[src/rtl/mt_issue_unit.sv]
module mt_issue_unit #(
  parameter int NTHR  = 4,
  parameter int OPW   = 16,
  parameter int EXLAT = 2,
  localparam int TW   = (NTHR > 1) ? $clog2(NTHR) : 1
) (
  input  logic                clk,
  input  logic                rst_n,
  input  logic [NTHR-1:0]     thr_act_i,
  input  logic [NTHR-1:0]     op_vld_i,
  input  logic [NTHR*OPW-1:0] op_i,
  input  logic [NTHR-1:0]     opd_rdy_i,
  input  logic [NTHR-1:0]     br_done_i,
  input  logic                wr_gnt_i,
  output logic [NTHR-1:0]     op_take_o,
  output logic                iss_vld_o,
  output logic [TW-1:0]       iss_tag_o,
  output logic [OPW-1:0]      iss_op_o,
  output logic                wr_req_o,
  output logic [TW-1:0]       wr_tag_o,
  output logic [OPW-1:0]      wr_data_o
);

  logic [NTHR-1:0] bufv, bw, rdy;
  logic [OPW-1:0]  bufd [NTHR];
  logic            exv  [EXLAT];
  logic [TW-1:0]   ext  [EXLAT];
  logic [OPW-1:0]  exd  [EXLAT];
  logic            wbv;
  logic [TW-1:0]   wbt;
  logic [OPW-1:0]  wbd;
  logic [TW-1:0]   sel;
  logic            stall, wr_ok;

  assign stall     = wbv & ~wr_gnt_i;
  assign wr_ok     = wbv & wr_gnt_i;
  assign wr_req_o  = wbv;
  assign wr_tag_o  = wbt;
  assign wr_data_o = wbd;

  always_comb begin
    sel = '0;
    for (int i = NTHR-1; i >= 0; i--)
      if (rdy[i]) sel = TW'(i);
  end

  assign iss_vld_o = |rdy;
  assign iss_tag_o = sel;
  assign iss_op_o  = iss_vld_o ? bufd[sel] : '0;

  for (genvar t = 0; t < NTHR; t++) begin : g_slot
    logic fwd, go;
    assign fwd    = wr_ok & (wbt == TW'(t));
    assign rdy[t] = thr_act_i[t] & bufv[t] & (opd_rdy_i[t] | fwd) & ~stall;
    assign go     = iss_vld_o & (sel == TW'(t));
    assign op_take_o[t] = thr_act_i[t] & op_vld_i[t] & ~bw[t] &
                          (~bufv[t] | (go & ~bufd[t][OPW-1]));

    always_ff @(posedge clk or negedge rst_n) begin
      if (!rst_n) begin
        bufv[t] <= 1'b0;
        bw[t]   <= 1'b0;
        bufd[t] <= '0;
      end else if (!thr_act_i[t]) begin
        bufv[t] <= 1'b0;
        bw[t]   <= 1'b0;
      end else begin
        if (op_take_o[t]) begin
          bufv[t] <= 1'b1;
          bufd[t] <= op_i[t*OPW +: OPW];
        end else if (go) begin
          bufv[t] <= 1'b0;
        end
        if (go && bufd[t][OPW-1]) bw[t] <= 1'b1;
        else if (br_done_i[t])    bw[t] <= 1'b0;
      end
    end
  end

  always_ff @(posedge clk or negedge rst_n) begin
    if (!rst_n) begin
      for (int i = 0; i < EXLAT; i++) begin
        exv[i] <= 1'b0;
        ext[i] <= '0;
        exd[i] <= '0;
      end
      wbv <= 1'b0;
      wbt <= '0;
      wbd <= '0;
    end else if (!stall) begin
      exv[0] <= iss_vld_o;
      ext[0] <= iss_tag_o;
      exd[0] <= iss_op_o;
      for (int i = 1; i < EXLAT; i++) begin
        exv[i] <= exv[i-1];
        ext[i] <= ext[i-1];
        exd[i] <= exd[i-1];
      end
      wbv <= exv[EXLAT-1];
      wbt <= ext[EXLAT-1];
      wbd <= exd[EXLAT-1];
    end
  end

endmodule

[config.mk]
export PLATFORM = sky130hd
export DESIGN_NAME = mt_issue_unit
export DESIGN_NICKNAME = d
export VERILOG_FILES = /design/src/rtl/mt_issue_unit.sv
export SDC_FILE = /design/constraint.sdc
export NUM_CORES = 1
export LEC_CHECK = 0
export ABC_AREA = 0
export CORE_MARGIN = 2
export CORE_UTILIZATION = 32
export CTS_CLUSTER_DIAMETER = 200
export DETAILED_ROUTE_END_ITERATION = 8
export PLACE_DENSITY = 0.63
export SETUP_SLACK_MARGIN = 0.05
export SYNTH_ARGS = -nofsm -noshare
export SYNTH_HDL_FRONTEND = slang
export SYNTH_SLANG_ARGS = --single-unit
[constraint.sdc]
create_clock -name clk -period 4.1 [get_ports clk]
set_clock_uncertainty 0.2 [all_clocks]
set_input_delay 0.82 -clock clk [delete_from_list [all_inputs] [get_ports clk]]
set_output_delay 0.82 -clock clk [all_outputs]
set_load 0.03 [all_outputs]
==> impl_metrics.py <==
metrics = {
    "status": {
        "status": "complete, no violations",
    },
    "power_and_ir_drop": {
        "power_density_nw_per_um2": 557.3,
        "leakagePower_nw": 3.629,
        "ir_drop_uv": 333.9,
        "total_power_w": 0.004403,
    },
    "timing": {
        "hold_violations": 0,
        "hold_ws_ns": 0.2482,
        "drv_slew": 0,
        "finalSetupTns_ns": 0,
        "relSlewSlack": 0.4795,
        "tightestPinTransition_ns": 0.7808,
        "period_share": 0.9463,
        "period_needed_ns": 3.880,
        "rsz0062_at_grt": "no",
        "max_freq_ghz": 0.2577,
        "setup_viol": 0,
    },
    "synthesis": {
        "ys_seq_area_frac": 0.5603,
        "synth_seq_cells": 129,
        "synth_nets": 619,
        "synth_cells": 536,
        "ys_types": 47,
        "synthFlopType": "dfrtp_1",
        "yosys.area.top_type_share": 0.5603,
        "synth_edf_count": 0,
        "ys_warn_count": 0,
        "syn_avg_cell_area_um2": 10.75,
        "netlist_area_um2": 5762,
        "synth_area_leader_cell": "dfrtp_1",
        "synthArstFlopShare": 1.000,
        "synthTopCellsByArea": "dfrtp_1 (56%), nand2_1 (11%), mux2_2 (5.7%)",
    },
    "detailed_routing": {
        "totalWireLength_mm": 15.71,
        "vias_per_cell": 4.925,
        "routed-wl-met3_um": 734,
        "routed-wl-met2_mm": 7.569,
        "first_pass_iters": 4,
        "drt_iter0_markers": 272,
        "wirelength_met1_mm": 7.091,
        "wl_per_cell_um": 17.22,
        "topRoutingLayerUsed": "met4",
        "drc": 0,
        "drtAntennaViolNets": 0,
        "via_count": 4492,
    },
    "floorplan": {
        "initial_core_util": 0.3230,
        "rows": 49,
        "die_x_um": 138.2,
        "ios": 125,
        "die_h_um": 138.2,
        "fp.coreArea_um2": 17840,
        "dieArea_um2": 19100,
    },
    "final_layout": {
        "mostFrequentLayoutCell": "nand2_1",
        "final_cells": 912,
        "fill_cells": 1658,
        "drive_gt1_frac": 0.1801,
        "antennaDiodeCount": 0,
        "area_delta_synth_final_pct": 37.11,
        "mostFrequentLayoutCells": "nand2_1 (167), dfrtp_1 (129), clkdlybuf4s50_1 (100)",
        "post-route-util": 0.4428,
        "fin_nets": 756,
    },
    "critical_path": {
        "crit_path_end": "iss_op_o[5]",
        "worstPathRequired_ns": 3.08,
        "reg2reg_slack_ns": 1.32,
        "r2r-start": "wr_tag_o[0]",
        "arrival_ns": 2.86,
        "critPathKind": "primary input to primary output",
        "r2r-end": "bufd[19]",
        "path_max_fanout": 20,
        "startpoint_type": "primary input",
        "cp-startpoint": "thr_act_i[2]",
        "rr_worst_depth": 7,
        "crit_path_end_kind": "primary output",
    },
    "clocking": {
        "ctsHoldBuffers": 0,
        "cts_buffers": 17,
        "cts_root_buffer": "clkbuf_16",
        "h-tree-depth": 4,
        "cts_tree": "yes",
        "clock_sinks": 129,
        "clockBufferDepth": 2,
        "clk_pin_slew_ns": 0.06,
        "worst_skew_pair.late_latency_ns": 0.42,
    },
    "global_route": {
        "grt_max_degree": 57,
        "grt_use_total": 0.1690,
        "grt_pass1_vias": 4673,
        "grt_first_pass_wirelength_mm": 24.94,
        "antenna_found_initial": 0,
        "overflow": 0,
    },
    "hold_path": {
        "hold_path_class": "primary input to asynchronous set/reset pin",
    },
    "placed_design": {
        "gp_congestion": 0.8029,
        "dp_hpwl_mm": 11.45,
        "dp_cells": 883,
        "portBuffers": 124,
    },
    "run": {
        "maxCapViolations": 0,
    },
}
Yosys cell counts (2+ instances only):
master / count
nor4_1: 2
a21o_1: 20
nand4_1: 2
inv_1: 10
nor2b_1: 7
mux2_2: 29
nand3_1: 30
a211o_1: 2
clkbuf_1: 7
nand2_1: 167
a31oi_1: 17
a22oi_1: 15
a21oi_1: 8
o21ai_0: 4
buf_2: 10
buf_1: 4
dfrtp_1: 129
a211oi_2: 2
buf_6: 3
nor3_4: 3
or3_1: 2
mux2_1: 24
o21bai_1: 2
o31ai_1: 2
nor2_1: 3
nand3b_1: 2
mux2_4: 8
nand2b_1: 3
metal layers:
layer  track usage  vias to the layer above
met5             0                        -
met4       0.06606                        0
met3       0.04260                       24
met2        0.2754                      141
met1        0.2173                     2202
li1              -                     2125
worst max-delay path, cell delays in order:
cell	delay, ns
clkdlybuf4s50_1	0.49
nand2_1	0.13
a211oi_2	0.35
buf_4	0.30
nand2_1	0.08
a21o_1	0.20
a31oi_1	0.26
buf_4	0.21
power by group:
part	internal, W	total [W]	switching (W)
logic	0.000538	0.00121	0.000671
clock network	0.000848	0.00137	0.000519
registers	0.00160	0.00183	0.000224
stage by stage:
stage	instance area, µm²	worst slack [ns]
2_1_floorplan	5762	0.6583
3_3_place_gp	7320	0.1211
3_5_place_dp	7320	0.07754
4_1_cts	7846	0.06572
5_1_grt	7900	0.1223
6_report	7900	0.2202
worst min-delay path by stage:
stage	startpoint	to	slack [ns]	cells after the start
4_1_cts	exv[0]	wr_req_o	0.25	1
3_3_place_gp	exv[0]	exv[0]	0.24	2
5_1_grt	exv[0]	wr_req_o	0.28	1
6_report	rst_n	bufd[8]	0.25	1
2_1_floorplan	exv[0]	exv[0]	0.23	2
3_5_place_dp	exv[0]	wr_req_o	0.25	1
flip-flops by register name, indices dropped and copies added (netlist names):
name / count
ext: 4
bw: 4
bufv: 4
wr_tag_o: 2
bufd: 64
wr_data_o: 16
exv: 2
wr_req_o: 1
exd: 32
layout make-up:
cell class	count	area, µm²	area share
clock buffer	22	464.2	0.05876
clock inverter	7	62.56	0.007919
inverter	10	37.54	0.004751
multi-input combinational	371	2396	0.3033
sequential	129	3228	0.4086
tap	229	286.5	0.03627
timing repair buffer	144	1425	0.1804
repair_timing:
item / 4_1_cts / 5_1_grt
setup endpoints to repair: 0 / 9
buffers inserted: 0 / 0
gates resized for setup: 0 / 10
cells by family after synthesis:
| logic type | Yosys count | synth area share |
|---|---|---|
| AND/OR/NAND/NOR | 227 | 0.1742 |
| flip-flops | 129 | 0.5603 |
| AO/OA/AOI/OAI | 83 | 0.1090 |
| multiplexers | 61 | 0.1244 |
| buffers and inverters | 36 | 0.03214 |
No activity file was read; power rests on OpenSTA's default activity.
